### src/rtl/tx_seq_pkg.sv
package tx_seq_pkg;

  // Strobes from control to datapath
  typedef struct packed {
    logic start;  // load counters to the first slot of a block
    logic step;   // advance one slot
  } seq_strobe_t;

  typedef enum logic [1:0] {
    PRE_NONE = 2'd0,
    PRE_Z    = 2'd1,
    PRE_X    = 2'd2,
    PRE_Y    = 2'd3
  } preamble_e;

  typedef enum logic [2:0] {
    SLOT_PRE    = 3'd0,
    SLOT_AUX    = 3'd1,
    SLOT_AUDIO  = 3'd2,
    SLOT_VALID  = 3'd3,
    SLOT_USER   = 3'd4,
    SLOT_CHSTAT = 3'd5,
    SLOT_PARITY = 3'd6,
    SLOT_IDLE   = 3'd7
  } slot_e;

endpackage

### src/rtl/tx_seq_ctrl.sv
module tx_seq_ctrl
  import tx_seq_pkg::*;
#(
  parameter int START_DELAY = 8
) (
  input  logic        sck,
  input  logic        rstN,
  input  logic        fsync,
  input  logic        wordSync,
  output seq_strobe_t strobe,
  output logic        running
);

  localparam int DW = $clog2(START_DELAY + 1);
  localparam logic [DW-1:0] LAST_WAIT = DW'(START_DELAY - 1);

  typedef enum logic [1:0] {ST_SEEK, ST_DELAY, ST_RUN} state_e;

  state_e        state;
  logic          seenIdle;
  logic [DW-1:0] dlyCnt;
  logic          armReq;
  logic          armed;
  logic          idleLevel;
  logic          activeEdge;

  // Idle level: left phase (high) for a left/right clock, low for a word pulse
  assign idleLevel  = wordSync ? ~fsync : fsync;
  assign activeEdge = (state == ST_SEEK) && seenIdle && !idleLevel;

  always_ff @(posedge sck or negedge rstN) begin
    if (!rstN) begin
      state    <= ST_SEEK;
      seenIdle <= 1'b0;
      dlyCnt   <= '0;
    end else begin
      case (state)
        ST_SEEK: begin
          if (idleLevel) seenIdle <= 1'b1;
          if (activeEdge) begin
            state  <= ST_DELAY;
            dlyCnt <= '0;
          end
        end
        ST_DELAY: begin
          if (armed) state <= ST_RUN;
          else if (dlyCnt != LAST_WAIT) dlyCnt <= dlyCnt + 1'b1;
        end
        default: state <= ST_RUN;
      endcase
    end
  end

  assign armReq = (state == ST_DELAY) && (dlyCnt == LAST_WAIT);

  // Half-period step of the start delay: arm on the falling edge
  always_ff @(negedge sck or negedge rstN) begin
    if (!rstN) armed <= 1'b0;
    else       armed <= armReq;
  end

  assign strobe.start = (state == ST_DELAY) && armed;
  assign strobe.step  = (state == ST_RUN);
  assign running      = (state == ST_RUN);

  assert_arm_before_run_R4: assert property (@(posedge sck) disable iff (!rstN)
    $rose(running) |-> $past(armed));

  assert_run_sticky_R5: assert property (@(posedge sck) disable iff (!rstN)
    running |=> running);

  assert_start_after_edge_R2: assert property (@(posedge sck) disable iff (!rstN)
    $rose(state == ST_DELAY) |-> $past(seenIdle));

endmodule

### src/rtl/tx_seq_datapath.sv
module tx_seq_datapath
  import tx_seq_pkg::*;
#(
  parameter int BIT_SLOTS  = 32,
  parameter int FRAMES     = 192,
  parameter int CBL_FRAMES = 128,
  parameter int PRE_SLOTS  = 4,
  parameter int AUX_SLOTS  = 4,
  parameter int BW         = $clog2(BIT_SLOTS),
  parameter int FW         = $clog2(FRAMES)
) (
  input  logic          sck,
  input  logic          rstN,
  input  seq_strobe_t   strobe,
  input  logic          running,
  output logic [BW-1:0] bitIdx,
  output logic          chanB,
  output logic [FW-1:0] frameIdx,
  output preamble_e     preamble,
  output slot_e         slotKind,
  output logic          cbl
);

  localparam logic [BW-1:0] LAST_BIT   = BW'(BIT_SLOTS - 1);
  localparam logic [FW-1:0] LAST_FRAME = FW'(FRAMES - 1);
  localparam int AUDIO_FIRST = PRE_SLOTS + AUX_SLOTS;
  localparam int TAIL_FIRST  = BIT_SLOTS - 4;   // V, U, C, P

  logic          lastBit;
  logic          lastFrame;
  logic [FW-1:0] nextFrame;

  assign lastBit   = (bitIdx == LAST_BIT);
  assign lastFrame = (frameIdx == LAST_FRAME);

  always_ff @(posedge sck or negedge rstN) begin
    if (!rstN) begin
      bitIdx   <= '0;
      chanB    <= 1'b0;
      frameIdx <= '0;
    end else if (strobe.start) begin
      bitIdx   <= '0;
      chanB    <= 1'b0;
      frameIdx <= '0;
    end else if (strobe.step) begin
      bitIdx <= lastBit ? '0 : bitIdx + 1'b1;
      if (lastBit) chanB <= ~chanB;
      if (lastBit && chanB) frameIdx <= lastFrame ? '0 : frameIdx + 1'b1;
    end
  end

  // Frame index of the slot that follows the current one
  always_comb begin
    nextFrame = frameIdx;
    if (lastBit && chanB) nextFrame = lastFrame ? '0 : frameIdx + 1'b1;
  end

  assign cbl = running && (int'(nextFrame) < CBL_FRAMES);

  always_comb begin
    if (!running)            preamble = PRE_NONE;
    else if (chanB)          preamble = PRE_Y;
    else if (frameIdx == '0) preamble = PRE_Z;
    else                     preamble = PRE_X;
  end

  always_comb begin
    if (!running)                          slotKind = SLOT_IDLE;
    else if (int'(bitIdx) < PRE_SLOTS)     slotKind = SLOT_PRE;
    else if (int'(bitIdx) < AUDIO_FIRST)   slotKind = SLOT_AUX;
    else if (int'(bitIdx) < TAIL_FIRST)    slotKind = SLOT_AUDIO;
    else begin
      case (int'(bitIdx) - TAIL_FIRST)
        0:       slotKind = SLOT_VALID;
        1:       slotKind = SLOT_USER;
        2:       slotKind = SLOT_CHSTAT;
        default: slotKind = SLOT_PARITY;
      endcase
    end
  end

  assert_chan_toggle_R6: assert property (@(posedge sck) disable iff (!rstN)
    (strobe.step && lastBit) |=> (chanB != $past(chanB)));

  assert_frame_wrap_R7: assert property (@(posedge sck) disable iff (!rstN)
    (strobe.step && lastBit && chanB && lastFrame) |=> (frameIdx == '0 && !chanB));

  assert_cbl_fall_R10: assert property (@(posedge sck) disable iff (!rstN)
    ($fell(cbl) && running) |-> (int'(frameIdx) == CBL_FRAMES - 1 && chanB && lastBit));

  assert_z_only_first_R8: assert property (@(posedge sck) disable iff (!rstN)
    (preamble == PRE_Z) |-> (frameIdx == '0 && !chanB));

  assert_start_slot_R4: assert property (@(posedge sck) disable iff (!rstN)
    strobe.start |=> (bitIdx == '0 && !chanB && frameIdx == '0));

endmodule

### src/rtl/audio_frame_sequencer.sv
module audio_frame_sequencer
  import tx_seq_pkg::*;
#(
  parameter int BIT_SLOTS   = 32,
  parameter int FRAMES      = 192,
  parameter int CBL_FRAMES  = 128,
  parameter int START_DELAY = 8,
  parameter int BW          = $clog2(BIT_SLOTS),
  parameter int FW          = $clog2(FRAMES)
) (
  input  logic          sck,
  input  logic          rstN,
  input  logic          fsync,
  input  logic          wordSync,
  output logic          lineIdle,
  output logic [BW-1:0] bitIdx,
  output logic          chanB,
  output logic [FW-1:0] frameIdx,
  output logic [1:0]    preamble,
  output logic [2:0]    slotKind,
  output logic          cbl
);

  seq_strobe_t strobe;
  logic        running;
  preamble_e   preSel;
  slot_e       kindSel;

  tx_seq_ctrl #(.START_DELAY(START_DELAY)) u_ctrl (
    .sck      (sck),
    .rstN     (rstN),
    .fsync    (fsync),
    .wordSync (wordSync),
    .strobe   (strobe),
    .running  (running)
  );

  tx_seq_datapath #(
    .BIT_SLOTS  (BIT_SLOTS),
    .FRAMES     (FRAMES),
    .CBL_FRAMES (CBL_FRAMES),
    .BW         (BW),
    .FW         (FW)
  ) u_dp (
    .sck      (sck),
    .rstN     (rstN),
    .strobe   (strobe),
    .running  (running),
    .bitIdx   (bitIdx),
    .chanB    (chanB),
    .frameIdx (frameIdx),
    .preamble (preSel),
    .slotKind (kindSel),
    .cbl      (cbl)
  );

  assign lineIdle = ~running;
  assign preamble = preSel;
  assign slotKind = kindSel;

endmodule

### config.mk
export PLATFORM = sky130hd
export DESIGN_NAME = audio_frame_sequencer
export DESIGN_NICKNAME = d
export VERILOG_FILES = /design/src/rtl/tx_seq_pkg.sv /design/src/rtl/tx_seq_ctrl.sv /design/src/rtl/tx_seq_datapath.sv /design/src/rtl/audio_frame_sequencer.sv
export SDC_FILE = /design/constraint.sdc
export NUM_CORES = 1
export LEC_CHECK = 0
export ABC_CLOCK_PERIOD_IN_PS = 2200
export BUFFER_PORTS_ARGS = -buffer_cell sky130_fd_sc_hd__buf_2
export CAP_MARGIN = 30
export CORE_ASPECT_RATIO = 1.75
export CORE_UTILIZATION = 50
export CTS_CLUSTER_SIZE = 40
export DETAILED_ROUTE_END_ITERATION = 10
export PLACE_DENSITY = 0.72
export SYNTH_ARGS = -nofsm -noshare
export SYNTH_HDL_FRONTEND = slang
export SYNTH_HIERARCHICAL = 1
export SYNTH_SLANG_ARGS = --single-unit
### constraint.sdc
create_clock -name sck -period 2.2 [get_ports sck]
set_input_delay 0 -clock sck [delete_from_list [all_inputs] [get_ports sck]]
set_output_delay 0 -clock sck [all_outputs]
set_load 0.01 [all_outputs]
==> results of run 1 <==
-- worst min-delay path: stages --
cell	delay, ns
buf_2	0.08
xnor2_1	0.13
nand3b_1	0.12
a21oi_1	0.06
-- routing by layer --
layer	routed length (um)	track usage (%)	vias to the layer above
li1	-	-	625
met1	1350	26.0	633
met2	1960	42.5	39
met3	122	1.94	4
met4	30	8.42	0
met5	0	0	-
-- cell families after synthesis --
logic type	count (synthesis)	synth area share (%)
multiplexers	8	5.71
buffers and inverters	13	5.55
flip-flops	22	37.0
AO/OA/AOI/OAI	31	15.4
XOR/XNOR	4	2.35
adder cells (fa/ha/maj)	9	7.56
AND/OR/NAND/NOR	66	26.5
-- registers in the layout, indices dropped and copies added (netlist names) --
| name | count |
|---|---|
| u_ctrl/dlyCnt | 4 |
| u_ctrl/state | 2 |
| u_dp/frameIdx | 8 |
| u_ctrl/seenIdle | 1 |
| u_dp/bitIdx | 5 |
| u_dp/chanB | 1 |
| u_ctrl/armed | 1 |
-- synthesized netlist by cell type (2+ instances only) --
cell / n / area [sq um]
and3_1: 3 / 18.8
o31ai_1: 2 / 15.0
o2bb2ai_1: 3 / 26.3
ha_1: 9 / 113
nor3_1: 3 / 15.0
a21o_2: 2 / 17.5
nand3b_1: 5 / 37.5
dfrtp_1: 21 / 526
xor2_1: 2 / 17.5
and2b_2: 2 / 17.5
o21ai_0: 3 / 15.0
mux2i_1: 7 / 70.1
a21oi_1: 7 / 35.0
xnor2_1: 2 / 17.5
buf_6: 2 / 22.5
nand2_1: 10 / 37.5
nand3_1: 5 / 25.0
inv_1: 8 / 30.0
a21boi_0: 2 / 15.0
nor4_1: 3 / 18.8
nor2b_1: 4 / 25.0
nor2_1: 18 / 67.6
-- through the flow --
step	total power (uW)	area (sq um)	hold WS [ns]
2_1_floorplan	416	1500	-0.296
3_3_place_gp	429	1670	0.0282
3_5_place_dp	429	1670	0.0214
4_1_cts	686	1760	0.163
5_1_grt	701	1820	0.201
6_report	675	1820	0.179
-- worst max-delay path by stage --
stage / startpoint / to / cells past startpoint
2_1_floorplan: u_ctrl/armed$_DFF_NN0_ / u_dp/frameIdx[3]$_DFFE_PN0P_ / 6
3_3_place_gp: u_ctrl/armed$_DFF_NN0_ / u_dp/frameIdx[3]$_DFFE_PN0P_ / 6
3_5_place_dp: u_ctrl/armed$_DFF_NN0_ / u_dp/frameIdx[3]$_DFFE_PN0P_ / 6
4_1_cts: u_ctrl/armed$_DFF_NN0_ / u_dp/frameIdx[3]$_DFFE_PN0P_ / 6
5_1_grt: u_ctrl/armed$_DFF_NN0_ / u_dp/frameIdx[3]$_DFFE_PN0P_ / 6
6_report: u_ctrl/armed$_DFF_NN0_ / u_dp/frameIdx[3]$_DFFE_PN0P_ / 6
-- repair_timing --
item | in CTS | in global routing
setup buffers | 2 | 3
setup endpoints to repair | 8 | 8
resized for setup | 6 | 7
pin swaps | 3 | 1
endpoints found under the hold margin | 21 | 0
hold buffers | 1 | 0
-- final cells by class --
type,count,area [sq um]
fillers,233,937
multi-input cells,118,917
flip-flops and latches,22,553
repair buffers,38,228
clock buffers,4,45.0
inverters,9,38.8
well taps,27,33.8
-- report_power, final --
| group | leakage [uW] | internal, uW | switching (uW) | total, uW |
|---|---|---|---|---|
| clock | 0.0000228 | 129 | 124 | 253 |
| sequential | 0.000268 | 404 | 0 | 404 |
| combinational | 0.000606 | 6.04 | 12.4 | 18.4 |
| total | 0.000897 | 539 | 136 | 675 |
==> run metrics, run 1 <==
Rel. slew slack between 70% and 80%; setup violators final 7; Final Max Slew Viols 0; Root Buffer clkbuf_8; Setup WS post-layout -0.223 ns; clock skew approximately 0.015 ns; setup TNS -0.953 ns; Core Footprint around 2800 sq um; min-delay worst type input port to register; Peak VDD IR between 0.3 and 0.4 mV; Synth cell types 52; clk_lat worst skew about 0.27 ns; area grow syn2layout 21.9%; vias roughly 1300; Synth Area per Inst 9.73 sq um; violated checks negative setup slack; Max Cap Violations 0; DIE AREA about 3200 sq um; prevailing post-synth register cell dfrtp_1; syn nets 166; pin count of the biggest net entering global routing 22; Antenna diodes 0; Die H ~74 um; fin cells around 220; Worst setup EP type register; reg-to-reg critical path startpoint u_ctrl/armed$_DFF_NN0_; routability cong. 0.833; H-Tree Depth 1; Port-buffer cells 24; register-to-register setup slack -0.22 ns; layout cells sized above 1 ~36%; gr usage total roughly 23%; Post-route DRC 0; RSZ-0062 raised after global routing true; family with the most delay on the worst path flip-flops; vias per inst ~6.0; Req. time, crit path 2.35 ns; CTS Buffer Depth 2; TritonCTS Buffers 3; final WL 3460 um; Post-synth EDFFs 0; hold path startpoint fsync; # rows 25; P_leak between 0.0008 and 0.0009 uW; Inst Count DP ~210; Worst R2R Path Depth 6; initial antenna violation count 0; crit path cell chain inv_2 > nor2_4 > and3b_2 > o21ai_2 > o21ai_2 > a21o_2; Hold Path Sink u_ctrl/state[0]$_DFFE_PN0P_; crit start category register; Worst Max-Slew Pin Slew 0.444 ns; Final Hold Viols 0; dpl ws -0.183 ns; Synth Instances between 150 and 200; Bufs and invs on worst path 1; crit-path most repeated cell o21ai_2; asr flop ratio synth 100%; status finished, violations left; synthesis-stage register bit count 22; I/O Pins 25; Clk pin slew, worst setup/hold paths about 0.07 ns; critical path class register to register; wire per inst approximately 16 um; Yosys warning count 6; commonest non-fill, non-tap cell in the layout buf_2; hold depth 4; gr ovfl total 0; commonest non-fill, non-tap cells in the layout 24 x buf_2, 19 x dfrtp_1, 17 x nor2_1, 13 x buf_4, 10 x nand2_1; CTS tree yes; total iterations of the first detailed-routing run 4; Final Util about two thirds; TritonCTS Sinks 22; Antenna Nets Post-Route 0; Worst EP arrival 2.57 ns; Final Net Count ~210; Power Density around 370 nW/um^2; first-pass GRT wire length around 5600 um; initial DRC count 25; Slowest cell on crit path dfrtn_1; Initial Utilization about 54%; max incr delay on CP 0.43 ns; Detailed Place HPWL 2410 um; mapped cell area between 1000 and 1500 sq um; worst-path fanout max 4; sequential area share after synthesis between 30% and 40%; r2r endpoint u_dp/frameIdx[3]$_DFFE_PN0P_; vias in the first global route between 1000 and 1500; width of the die approximately 43 um
No activity file was read; power rests on OpenSTA's default activity.
==> inputs of run 2 (changes only) <==
--- a/config.mk
+++ b/config.mk
@@ -5,7 +5,7 @@
 export SDC_FILE = /design/constraint.sdc
 export NUM_CORES = 1
 export LEC_CHECK = 0
-export ABC_CLOCK_PERIOD_IN_PS = 2200
+export ABC_CLOCK_PERIOD_IN_PS = 3040
 export BUFFER_PORTS_ARGS = -buffer_cell sky130_fd_sc_hd__buf_2
 export CAP_MARGIN = 30
 export CORE_ASPECT_RATIO = 1.75
==> constraint.sdc (replaced) <==
create_clock -name sck -period 3.04 [get_ports sck]
set_input_delay 0.456 -clock sck [delete_from_list [all_inputs] [get_ports sck]]
set_output_delay 0.456 -clock sck [all_outputs]
set_load 0.01 [all_outputs]
==> run metrics, run 2 (same netlist as run 1, synthesis figures left out) <==
final WL 3170 um (-8.5%); Req. time, crit path 3.25 ns (+0.90 ns); Post-route DRC 0 (unchanged); initial DRC count 34 (+36%); wire per inst 15.3 um (-3.7%); clock skew 0.0134 ns (-0.00127 ns); switching power 103 uW (-25%); Peak VDD IR 0.341 mV (+4.9%); RSZ-0062 raised after global routing false; TritonCTS Buffers 3 (unchanged); gr ovfl total 0 (unchanged); first-pass GRT wire length 5200 um (-7.0%); critical path class register to register; Antenna Nets Post-Route 0 (unchanged); initial antenna violation count 0 (unchanged); pin count of the biggest net entering global routing 22 (unchanged); Inst Count DP 203 (-2.4%); Hold-fix buffers, CTS 0 (-1); sequential power share 56.9% (-2.9 points); TritonCTS Sinks 22 (unchanged); Port-buffer cells 24 (unchanged); Initial Utilization 54.1% (unchanged); width of the die 43.3 um (unchanged); Worst Max-Slew Pin Slew 0.499 ns (+0.0553 ns); power share of the combinational group 2.3% (-0.4 points); Clk pin slew, worst setup/hold paths 0.08 ns (about the same); Die H 74.2 um (unchanged); Crit. Startpoint u_ctrl/armed$_DFF_NN0_; Final Hold Viols 0 (unchanged); status completed; Max Cap Violations 0 (unchanged); crit start category register; layout cells sized above 1 26.1% (-9.5 points); Core Footprint 2750 sq um (unchanged); vias per inst 6.06 (+1.6%); total internal power 412 uW (-24%); Root Buffer clkbuf_8; Largest regs u_dp/frameIdx (8), u_dp/bitIdx (5), u_ctrl/dlyCnt (4); CTS Buffer Depth 2 (unchanged); total iterations of the first detailed-routing run 4 (unchanged); H-Tree Depth 1 (unchanged); Post-CTS Repair Setup Buffers 0 (-2); commonest non-fill, non-tap cell in the layout buf_2; setup TNS 0 ns (+0.953 ns); Worst setup EP type register; clk_lat worst skew 0.28 ns (about the same); # rows 25 (unchanged); CTS tree yes; area grow syn2layout 12.6%; reg-to-reg critical path startpoint u_ctrl/armed$_DFF_NN0_; Worst EP arrival 3.17 ns (+0.60 ns); clock power share 40.8% (+3.3 points); Final Max Slew Viols 0 (unchanged); Resized Gates After CTS 0 (-6); DIE AREA 3210 sq um (unchanged); min-delay worst type input port to asynchronous set/reset pin; largest reg by FF count u_dp/frameIdx; max reg flops 8 (unchanged); fin cells 207 (-5.0%); gr usage total 21.5% (-1.1 points); commonest non-fill, non-tap cells in the layout 24 x buf_2, 21 x dfrtp_1, 18 x nor2_1, 10 x nand2_1, 9 x ha_1; routability cong. 0.785 (-5.8%); Rel. slew slack 66.4% (-3.8 points); Final Net Count 194 (-5.4%); P_leak 0.000863 uW (-3.7%); setup violators final 0 (-7); Sw Ratio 20.0% (-0.25 points); vias 1255 (-3.5%); Detailed Place HPWL 2390 um (-0.63%); Power Density 307 nW/um^2 (-18%); vias in the first global route 1211 (-4.0%); I/O Pins 25 (unchanged); worst-path fanout max 12 (+8); Antenna diodes 0 (unchanged)
run 2: changes by cell type in the layout (fill, tap and decap cells not counted), moves of 2 or more:
| cell | before | now |
|---|---|---|
| dfrtp_1 | 19 | 21 |
| o21ai_2 | 2 | 0 |
| buf_4 | 13 | 3 |
| dfrtp_2 | 2 | 0 |
run 2: metal layers:
metal / part of all wire [%] / up-vias / track usage (%)
met5: 0 / - / 0
met3: 3.9 / 7 / 3.16
li1: - / 597 / -
met1: 38 / 612 / 23.2
met2: 55 / 39 / 39.1
met4: 2.6 / 0 / 11.8
run 2: area by class of cell:
cell class	instances	area, sq um
Fill cell	259	1080
Multi-Input combinational cell	118	856
Sequential cell	22	551
Timing Repair Buffer	27	143
Clock buffer	4	55.1
Inverter	9	38.8
Tap cell	27	33.8
run 2: worst max-delay path, stage by stage, from the launching register on:
cell	delay, ns
dfrtn_1	0.41
inv_1	0.05
nor2_1	0.12
buf_4	0.20
a31o_2	0.17
o211ai_2	0.12
nor3_1	0.18
a21o_2	0.12
run 2: power by group through the flow:
stage / Sequential, uW / Combinational (uW) / Clock, uW
2_1_floorplan: 298 / 2.68 / 0
3_3_place_gp: 298 / 12.1 / 0
3_5_place_dp: 298 / 12.3 / 0
4_1_cts: 292 / 12.3 / 219
5_1_grt: 292 / 13.5 / 228
6_report: 292 / 11.8 / 210
run 2: worst paths after layout:
kind | cells past startpoint | endpoint | slack [ns]
worst max-delay path | 7 | u_dp/frameIdx[3]$_DFFE_PN0P_ | 0.08
worst min-delay path | 2 | u_ctrl/dlyCnt[2]$_DFFE_PN0P_ | 0.18
worst max register to register | 7 | u_dp/frameIdx[3]$_DFFE_PN0P_ | 0.08
worst min register to register | 2 | u_ctrl/seenIdle$_DFFE_PN0P_ | 0.54
max in group asynchronous | 1 | u_ctrl/armed$_DFF_NN0_ | 1.55
min in group sck | 2 | u_ctrl/seenIdle$_DFFE_PN0P_ | 0.54
run 2: metrics by stage:
stage | instance area [sq um] | util [%] | hold slack [ns] | total power (uW) | worst slack, ns
finish | 1680 | 60.9 | 0.181 | 514 | 0.0818
global route | 1680 | 60.9 | 0.199 | 534 | 0.0451
CTS | 1680 | 60.9 | 0.192 | 523 | 0.140
detailed placement | 1620 | 58.9 | 0.489 | 311 | 0.161
global placement | 1620 | 58.9 | 0.490 | 310 | 0.218
floorplan | 1490 | - | 0.160 | 301 | 0.0758
==> inputs of run 3 (changes only) <==
--- a/config.mk
+++ b/config.mk
@@ -8,7 +8,7 @@
 export ABC_CLOCK_PERIOD_IN_PS = 3040
 export BUFFER_PORTS_ARGS = -buffer_cell sky130_fd_sc_hd__buf_2
 export CAP_MARGIN = 30
-export CORE_ASPECT_RATIO = 1.75
+export CORE_ASPECT_RATIO = 1.2
 export CORE_UTILIZATION = 50
 export CTS_CLUSTER_SIZE = 40
 export DETAILED_ROUTE_END_ITERATION = 10
==> run metrics, run 3 (same netlist as run 1, synthesis figures left out) <==
critical path class register to register; Worst Max-Slew Pin Slew 0.626 ns (+0.127 ns); # rows 21 (-16%); status completed; gr usage total 22.5% (+0.96 points); Final Net Count 194 (unchanged); setup TNS 0 ns (unchanged); pin count of the biggest net entering global routing 22 (unchanged); Max Cap Violations 0 (unchanged); Clk pin slew, worst setup/hold paths 0.12 ns (+0.04 ns); Final Max Slew Viols 0 (unchanged); CTS tree yes; Setup WS post-layout 0.119 ns (+0.0368 ns); total iterations of the first detailed-routing run 4 (unchanged); sequential cell area 551 sq um (unchanged); Core Footprint 2810 sq um (+2.1%); P_leak 0.000856 uW (-0.90%); max incr delay on CP 0.42 ns (about the same); Antenna Nets Post-Route 0 (unchanged); Slowest cell on crit path dfrtn_1; commonest non-fill, non-tap cells in the layout 24 x buf_2, 21 x dfrtp_1, 18 x nor2_1, 10 x nand2_1, 9 x ha_1; routability cong. 0.803 (+2.4%); Detailed Place HPWL 2360 um (-1.4%); width of the die 51.8 um (+20%); clk_lat worst skew 0.30 ns (+0.02 ns); gr ovfl total 0 (unchanged); Final Hold Viols 0 (unchanged); Initial Utilization 53.0% (-1.1 points); WHS 0.166 ns (-0.0151 ns); dpl ws 0.128 ns (-0.0330 ns); Worst setup EP type register; Post-route DRC 0 (unchanged); vias in the first global route 1175 (-3.0%); TritonCTS Sinks 22 (unchanged); Req. time, crit path 3.25 ns (about the same); Rel. slew slack 57.9% (-8.5 points); wire per inst 15.0 um (-2.0%); initial antenna violation count 0 (unchanged); Hold-fix buffers, CTS 0 (unchanged); filler instances 246 (-5.0%); crit path cell chain inv_1 > nor2_1 > and3b_1 > o21ai_1 > o21ai_0 > a21o_2; worst-path fanout max 3 (-9); area occupied by multi-input gates 856 sq um (unchanged); RSZ-0062 raised after global routing false; vias per inst 5.77 (-4.9%); initial DRC count 19 (-44%); Root Buffer clkbuf_4; area grow syn2layout 11.9%; first-pass GRT wire length 5240 um (+0.81%); Die H 61.8 um (-17%); Bufs and invs on worst path 1 (-1); Worst EP arrival 3.13 ns (-0.04 ns); setup violators final 0 (unchanged); Port-buffer cells 24 (unchanged); Final Util 59.3% (-1.6 points); Resized Gates After CTS 0 (unchanged); crit start category register; TritonCTS Buffers 3 (unchanged); I/O Pins 25 (unchanged); Power Density 279 nW/um^2 (-9.1%); vias 1234 (-1.7%); H-Tree Depth 1 (unchanged); max reg flops 8 (unchanged); Post-CTS Repair Setup Buffers 0 (unchanged); fin cells 214 (+3.4%); layout cells sized above 1 26.1% (unchanged); final WL 3210 um (+1.3%); commonest non-fill, non-tap cell in the layout buf_2; min-delay worst type input port to asynchronous set/reset pin; Largest regs u_dp/frameIdx (8), u_dp/bitIdx (5), u_ctrl/dlyCnt (4); DIE AREA 3200 sq um (-0.24%); Peak VDD IR 0.196 mV (-43%); Antenna diodes 0 (unchanged); largest reg by FF count u_dp/frameIdx; clock skew 0.00463 ns (-0.00882 ns); Inst Count DP 210 (+3.4%); family with the most delay on the worst path compound AO/OA/AOI/OAI gates; CTS Buffer Depth 2 (unchanged)
## run 3: cell counts in the layout (fill, tap and decap cells not counted)
No cell type changed its count.
## run 3: metrics by stage
step                      area (sq um)  total power (uW)
final                             1670               465
after global routing              1670               480
after detailed placement          1630               311
after floorplan                   1490               301
after global placement            1630               311
after CTS                         1670               474
## run 3: final cells by class
cell class	instances	area share, %
multi-input cells	118	51.4
flip-flops and latches	22	33.0
repair buffers	27	8.56
well taps	34	2.55
inverters	9	2.33
clock buffers	4	2.18
## run 3: path summary, 6_finish.rpt
kind / end / start / slack [ns] / cells after the start
worst max-delay path: u_dp/frameIdx[3]$_DFFE_PN0P_ / u_ctrl/armed$_DFF_NN0_ / 0.12 / 6
worst min-delay path: u_dp/frameIdx[6]$_DFFE_PN0P_ / rstN / 0.17 / 2
worst max register to register: u_dp/frameIdx[3]$_DFFE_PN0P_ / u_ctrl/armed$_DFF_NN0_ / 0.12 / 6
worst min register to register: u_ctrl/seenIdle$_DFFE_PN0P_ / u_ctrl/seenIdle$_DFFE_PN0P_ / 0.55 / 2
max in group asynchronous: u_ctrl/armed$_DFF_NN0_ / rstN / 1.56 / 1
min in group sck: u_ctrl/state[0]$_DFFE_PN0P_ / fsync / 0.54 / 4
## run 3: worst register-to-register path, stage by stage (launching register included)
cell     delay, ns
dfrtn_1       0.42
inv_1         0.06
nor2_1        0.16
and3b_1       0.22
o21ai_1       0.12
o21ai_0       0.12
a21o_2        0.21
## run 3: power by group
part | internal [uW] | switching, uW
clock | 73.0 | 86.8
sequential | 293 | 0
combinational | 3.55 | 8.65
total | 369 | 95.5
## run 3: per-layer routing
layer	share of wire (%)	track usage (%)	wire length, um
met1	44	26.6	1420
met2	50	40.8	1620
met3	3.4	3.65	109
met4	1.7	8.88	55
met5	0	0	0
